[src/rtl/excPkg.sv]
package excPkg;
  typedef enum logic [2:0] {
    EXC_POR  = 3'd0,
    EXC_MAN  = 3'd1,
    EXC_SLOT = 3'd2,
    EXC_GEN  = 3'd3,
    EXC_DIV  = 3'd4,
    EXC_UNDF = 3'd5,
    EXC_OVF  = 3'd6,
    EXC_TRAP = 3'd7
  } excCode_e;

  localparam int NUM_SRC = 8;

  // datapath -> control: pending instruction classes plus live bank overflow
  typedef struct packed {
    logic slotIll;
    logic genIll;
    logic divErr;
    logic bankUndf;
    logic trap;
    logic bankOvf;
  } dpFlags_t;

  // control -> datapath strobes
  typedef struct packed {
    logic clrBank;
    logic clrPend;
  } ctlStrobe_t;
endpackage

[src/rtl/excDp.sv]
module excDp
  import excPkg::*;
#(
  parameter int NBANKS = 15,
  parameter int DW     = 32
) (
  input  logic          clk,
  input  logic          rstN,
  input  ctlStrobe_t    strobe,
  input  logic          decValid,
  input  logic          decInSlot,
  input  logic          decUndef,
  input  logic          decFpuOp,
  input  logic          fpuStandby,
  input  logic          decPcWrite,
  input  logic          decWide,
  input  logic          decBankRestore,
  input  logic          decDivS,
  input  logic          decDivU,
  input  logic          decTrap,
  input  logic [DW-1:0] divDividend,
  input  logic [DW-1:0] divDivisor,
  input  logic          bankOvfEn,
  input  logic          intAccept,
  input  logic          intUsesBank,
  output dpFlags_t      flags
);
  localparam int CW = $clog2(NBANKS + 1);
  localparam logic [CW-1:0] FULL = CW'(NBANKS);
  localparam logic [DW-1:0] MOST_NEG = {1'b1, {(DW-1){1'b0}}};

  logic [CW-1:0] bankCnt;
  logic undefEff, isDiv, slotNow, genNow, divNow, undfNow, trapNow;
  logic saveEv, restoreEv, bankFull, bankEmpty;
  logic [4:0] pend;

  assign undefEff  = decUndef | (decFpuOp & fpuStandby);
  assign isDiv     = decDivS | decDivU;
  assign bankFull  = (bankCnt == FULL);
  assign bankEmpty = (bankCnt == '0);

  assign slotNow = decInSlot & (undefEff | decPcWrite | decWide | decBankRestore | isDiv);
  assign genNow  = ~decInSlot & undefEff;
  assign divNow  = ~decInSlot & isDiv &
                   ((divDivisor == '0) |
                    (decDivS & (divDividend == MOST_NEG) & (divDivisor == '1)));
  assign undfNow = ~decInSlot & decBankRestore & bankEmpty;
  assign trapNow = ~decInSlot & decTrap;

  assign saveEv    = intAccept & intUsesBank;
  assign restoreEv = decValid & ~decInSlot & decBankRestore & ~bankEmpty;

  always_ff @(posedge clk or negedge rstN) begin
    if (!rstN) begin
      bankCnt <= '0;
    end else if (strobe.clrBank) begin
      bankCnt <= '0;
    end else begin
      unique case ({saveEv & ~bankFull, restoreEv})
        2'b10:   bankCnt <= bankCnt + 1'b1;
        2'b01:   bankCnt <= bankCnt - 1'b1;
        default: bankCnt <= bankCnt;
      endcase
    end
  end

  always_ff @(posedge clk or negedge rstN) begin
    if (!rstN) begin
      pend <= '0;
    end else if (strobe.clrPend) begin
      pend <= '0;
    end else if (decValid) begin
      pend <= pend | {slotNow, genNow, divNow, undfNow, trapNow};
    end
  end

  assign flags.slotIll  = pend[4];
  assign flags.genIll   = pend[3];
  assign flags.divErr   = pend[2];
  assign flags.bankUndf = pend[1];
  assign flags.trap     = pend[0];
  assign flags.bankOvf  = saveEv & bankFull & bankOvfEn;
endmodule

[src/rtl/excCtl.sv]
module excCtl
  import excPkg::*;
(
  input  logic       clk,
  input  logic       rstN,
  input  logic       porPin,
  input  logic       manPin,
  input  logic       dbgRstAssert,
  input  logic       dbgRstNegate,
  input  logic       wdtOvf,
  input  logic       wdtManual,
  input  logic       exIdle,
  input  dpFlags_t   flags,
  output ctlStrobe_t strobe,
  output logic       excReq,
  output logic [2:0] excCode
);
  logic porPrev, manPrev, dbgArmed;
  logic porHit, manHit, anyHit;
  logic [NUM_SRC-1:0] cand;
  logic [2:0] sel;

  assign porHit = (porPin & ~porPrev) | (dbgRstNegate & dbgArmed) | (wdtOvf & ~wdtManual);
  assign manHit = (manPin & ~manPrev) | (wdtOvf & wdtManual);

  assign cand[EXC_POR]  = porHit;
  assign cand[EXC_MAN]  = manHit;
  assign cand[EXC_SLOT] = flags.slotIll  & exIdle;
  assign cand[EXC_GEN]  = flags.genIll   & exIdle;
  assign cand[EXC_DIV]  = flags.divErr   & exIdle;
  assign cand[EXC_UNDF] = flags.bankUndf & exIdle;
  assign cand[EXC_OVF]  = flags.bankOvf;
  assign cand[EXC_TRAP] = flags.trap     & exIdle;

  assign anyHit = |cand;

  // lowest index wins
  always_comb begin
    sel = '0;
    for (int i = NUM_SRC - 1; i >= 0; i--) begin
      if (cand[i]) sel = 3'(i);
    end
  end

  assign strobe.clrBank = porHit | manHit;
  assign strobe.clrPend = anyHit;

  always_ff @(posedge clk or negedge rstN) begin
    if (!rstN) begin
      porPrev  <= 1'b1;
      manPrev  <= 1'b1;
      dbgArmed <= 1'b0;
      excReq   <= 1'b0;
      excCode  <= '0;
    end else begin
      porPrev  <= porPin;
      manPrev  <= manPin;
      dbgArmed <= porHit ? 1'b0 : (dbgArmed | dbgRstAssert);
      excReq   <= anyHit;
      excCode  <= anyHit ? sel : 3'd0;
    end
  end
endmodule

[src/rtl/excSourceUnit.sv]
module excSourceUnit
  import excPkg::*;
#(
  parameter int NBANKS = 15,
  parameter int DW     = 32
) (
  input  logic          clk,
  input  logic          rstN,
  input  logic          porPin,
  input  logic          manPin,
  input  logic          dbgRstAssert,
  input  logic          dbgRstNegate,
  input  logic          wdtOvf,
  input  logic          wdtManual,
  input  logic          exIdle,
  input  logic          decValid,
  input  logic          decInSlot,
  input  logic          decUndef,
  input  logic          decFpuOp,
  input  logic          fpuStandby,
  input  logic          decPcWrite,
  input  logic          decWide,
  input  logic          decBankRestore,
  input  logic          decDivS,
  input  logic          decDivU,
  input  logic          decTrap,
  input  logic [DW-1:0] divDividend,
  input  logic [DW-1:0] divDivisor,
  input  logic          bankOvfEn,
  input  logic          intAccept,
  input  logic          intUsesBank,
  output logic          excReq,
  output logic [2:0]    excCode
);
  dpFlags_t   dpFlags;
  ctlStrobe_t ctlStrobe;

  excDp #(.NBANKS(NBANKS), .DW(DW)) u_dp (
    .clk(clk), .rstN(rstN), .strobe(ctlStrobe),
    .decValid(decValid), .decInSlot(decInSlot), .decUndef(decUndef),
    .decFpuOp(decFpuOp), .fpuStandby(fpuStandby), .decPcWrite(decPcWrite),
    .decWide(decWide), .decBankRestore(decBankRestore), .decDivS(decDivS),
    .decDivU(decDivU), .decTrap(decTrap), .divDividend(divDividend),
    .divDivisor(divDivisor), .bankOvfEn(bankOvfEn), .intAccept(intAccept),
    .intUsesBank(intUsesBank), .flags(dpFlags)
  );

  excCtl u_ctl (
    .clk(clk), .rstN(rstN), .porPin(porPin), .manPin(manPin),
    .dbgRstAssert(dbgRstAssert), .dbgRstNegate(dbgRstNegate),
    .wdtOvf(wdtOvf), .wdtManual(wdtManual), .exIdle(exIdle),
    .flags(dpFlags), .strobe(ctlStrobe), .excReq(excReq), .excCode(excCode)
  );
endmodule

[config.mk]
export PLATFORM = sky130hd
export DESIGN_NAME = excSourceUnit
export DESIGN_NICKNAME = d
export VERILOG_FILES = /design/src/rtl/excPkg.sv /design/src/rtl/excDp.sv /design/src/rtl/excCtl.sv /design/src/rtl/excSourceUnit.sv
export SDC_FILE = /design/constraint.sdc
export NUM_CORES = 1
export LEC_CHECK = 0
export CELL_PAD_IN_SITES_DETAIL_PLACEMENT = 0
export CELL_PAD_IN_SITES_GLOBAL_PLACEMENT = 2
export CORE_ASPECT_RATIO = 0.8
export CORE_MARGIN = 2
export CORE_UTILIZATION = 17
export DETAILED_ROUTE_END_ITERATION = 16
export HOLD_SLACK_MARGIN = 0.1
export PLACE_DENSITY_LB_ADDON = 0.2
export SETUP_SLACK_MARGIN = 0.15
export SLEW_MARGIN = 20
export SYNTH_ARGS = -nofsm -noshare
export SYNTH_HDL_FRONTEND = slang
export SYNTH_HIERARCHICAL = 1
export SYNTH_SLANG_ARGS = --single-unit
export TNS_END_PERCENT = 50
[constraint.sdc]
create_clock -name clk -period 3 [get_ports clk]
set_input_delay 0.6 -clock clk [delete_from_list [all_inputs] [get_ports clk]]
set_output_delay 0.6 -clock clk [all_outputs]
set_load 0.03 [all_outputs]
==> results_dict.tcl <==
set metrics [dict create \
    outcome "finished, final reports clean" \
    drtIter0Drc 28 \
    ant_nets 0 \
    wl_per_cell_microns 14.0 \
    required_ps 3130 \
    yosys_warnings 6 \
    syn-num-nets 226 \
    drtPass1Iterations 4 \
    grt_first_pass_wirelength_mm 7.26 \
    die_h_microns 79.6 \
    synth_top_flop_cell "dfrtp_1" \
    crit_slowest_cell "clkdlybuf4s50_1" \
    synth-seq-cells 16 \
    drc 0 \
    vias 1421 \
    leakage_nw 0.860 \
    synth_top_family_by_area "simple AND/OR/NAND/NOR gates" \
    worstMarginPinSlew_ps 777 \
    hold_class "flop to flop" \
    seqPwrFrac_pct 37.5 \
    fin_crit_ps 2550 \
    grt_usage_pct 11.5 \
    grt_max_degree 17 \
    synth-simple-area-share_pct 37.6 \
    cts_hold_buf 0 \
    syn_avg_cell_area_sq_um 8.87 \
    grt_overflow 0 \
    clk_latency_ps 250 \
    clkPwrFrac_pct 31.5 \
    synth-seq-area-share_pct 33.2 \
    cp.arrival_ps 2690 \
    initial_core_util_pct 17.6 \
    path_class "input port to flop" \
    io_pins 91 \
    vias_per_cell 4.45 \
    grt_pass1_vias 1588 \
    setup_viol 0 \
    antennaDiodeCount 0 \
    cp_num_buf_inv 2 \
    synth.area.mux_share_pct 2.57 \
    async_flop_share_pct 100 \
    die_w_microns 98.5 \
    cts_max_level 1 \
    p_switching_uw 144 \
    cp_cell_sequence "clkdlybuf4s50_1, and2_1, a21boi_2, o21ai_1, inv_1, ha_1, a31oi_1, nand2_1, mux2i_1, mux2_2" \
    synth_cell_type_count 49 \
    maxSlewViolCount 0 \
    rows 27 \
    critPathTopFamily "buffers and inverters" \
    path_clk_slew_ps 70 \
    gp_congestion 0.728 \
    pwr-share-comb_pct 31.1 \
    dieArea_sq_um 7840 \
    synth_area_sq_um 1210 \
    synthXorXnorAreaFrac_pct 2.16 \
    antenna_found_initial 0 \
    rsz0062_at_grt "no" \
    relSlewSlack_pct 48.0 \
    cts_resized 0 \
    worst_setup_path_end_kind "flop" \
    place_hpwl_mm 3.89 \
    min_period_over_period_pct 85.2 \
    mostFrequentLayoutCells "clkdlybuf4s50_1 (90), nor4_1 (15), nor2_1 (14), dfrtp_1 (14), nand4_1 (9)" \
    cts-buffers-inserted 3 \
    root_buffer "clkbuf_8" \
    clockBufferDepth 2 \
    sw_frac_of_total_pct 23.5 \
    layout_commonest_cell "clkdlybuf4s50_1" \
    p_int_uw 469 \
    io_buffers 90 \
    irDropWorstVdd_v 0.000139 \
    synth_edf_count 0 \
    hold_viol 0 \
    clock-sinks 16 \
    clock.fmax_mhz 391 \
    synth_fa_ha_area_share_pct 2.06 \
    fin_setup_tns_ps 0 \
    wl_mm 4.46 \
    cts_tree "done" \
    worstPathMaxFanout 3 \
    coreArea_sq_um 6890 \
    pwr_density_cell_nw_per_um2 268 \
    finalPower_uw 613 \
    skew_ps 5.11 \
    fin_nets 322 \
    drive_gt1_share_pct 9.05 \
    cp-start-kind "input port" \
    post_cts_buffers 0 \
    max_stage_delay_ps 500 \
    hold-worst-slack_ps 480 \
    synthCells 137 \
    maxCapViolations 0 \
    synth_compound_area_share_pct 18.6 \
    synthToLayoutAreaGrowth_pct 88.2 \
]
-- registers in the layout, summed over array words and instances (netlist names) --
register	cells
u_ctl/manPrev	1
u_ctl/excReq	1
u_dp/pend	5
u_ctl/porPrev	1
u_ctl/excCode	3
u_ctl/dbgArmed	1
u_dp/bankCnt	4
-- area by class of cell --
cell class                      instances  area (sq um)
Tap cell                               87           109
Multi-Input combinational cell        112           766
Sequential cell                        16           403
Clock buffer                            4          55.1
Fill cell                             751          4610
Inverter                                6          22.5
Timing Repair Buffer                   94           931
-- stage by stage --
step / area, sq um / setup WS (ps) / instances / utilization (%)
finish: 2290 / 445 / 319 / 33.2
global route: 2290 / 300 / 319 / 33.2
CTS: 2290 / 456 / 319 / 33.2
detailed placement: 2230 / 198 / 315 / 32.4
global placement: 2230 / 234 / 315 / 32.4
floorplan: 1210 / 656 / 137 / -
-- power groups by stage --
stage | Clock, mW | Sequential [mW] | Combinational [mW]
finish | 0.193 | 0.230 | 0.191
global route | 0.210 | 0.231 | 0.206
CTS | 0.205 | 0.230 | 0.192
detailed placement | 0 | 0.234 | 0.192
global placement | 0 | 0.234 | 0.193
floorplan | 0 | 0.238 | 0.0433
-- synthesized netlist by cell type (all sizes together), types with 3 or more instances --
library cell	n	area share, %
or3	5	3.4
nand3	4	1.6
nor2b	3	1.8
nand2	7	2.2
buf	3	2.0
nand4	9	4.6
o21ai	3	1.2
nor3	5	2.1
nor2	14	4.3
inv	6	1.9
dfrtp	14	29
nor4	15	7.7
a21oi	7	3.2
-- logic make-up (layout without fill, tap and decap cells) --
| kind of cell | Yosys count | count (layout) |
|---|---|---|
| buffers and inverters | 9 | 104 |
| AO/OA/AOI/OAI | 27 | 27 |
| AND/OR/NAND/NOR | 77 | 77 |
| adder cells (fa/ha/maj) | 2 | 2 |
| multiplexers | 3 | 3 |
| XOR/XNOR | 3 | 3 |
| flip-flops | 16 | 16 |
-- final timing paths --
kind | startpoint | endpoint | slack, ps | depth (start not counted)
setup / recovery | intAccept | u_dp/bankCnt[3] | 450 | 10
max in group asynchronous | rstN | u_dp/bankCnt[0] | 1710 | 1
setup reg to reg | u_dp/bankCnt[0] | u_dp/bankCnt[3] | 670 | 9
min in group asynchronous | rstN | u_ctl/excCode[1] | 800 | 1
hold reg to reg | u_ctl/dbgArmed | u_ctl/dbgArmed | 480 | 1
hold / removal | u_ctl/dbgArmed | u_ctl/dbgArmed | 480 | 1
-- routing by layer --
| layer | global-route usage, % | vias up | share of wire (%) |
|---|---|---|---|
| li1 | - | 731 | - |
| met1 | 14.0 | 648 | 44 |
| met2 | 21.8 | 40 | 51 |
| met3 | 1.75 | 2 | 3.7 |
| met4 | 1.78 | 0 | 0.47 |
| met5 | 0 | - | 0 |
-- worst register-to-register path, stage by stage (launching register included) --
cell and delay, ps:
dfrtp_1 440, nor3_1 380, nor2_1 70, o21ai_1 160, inv_1 60, ha_1 310, a31oi_1 180, nand2_1 80
mux2i_1 190, mux2_2 350
Note: power is estimated with default switching activity, not from simulation.
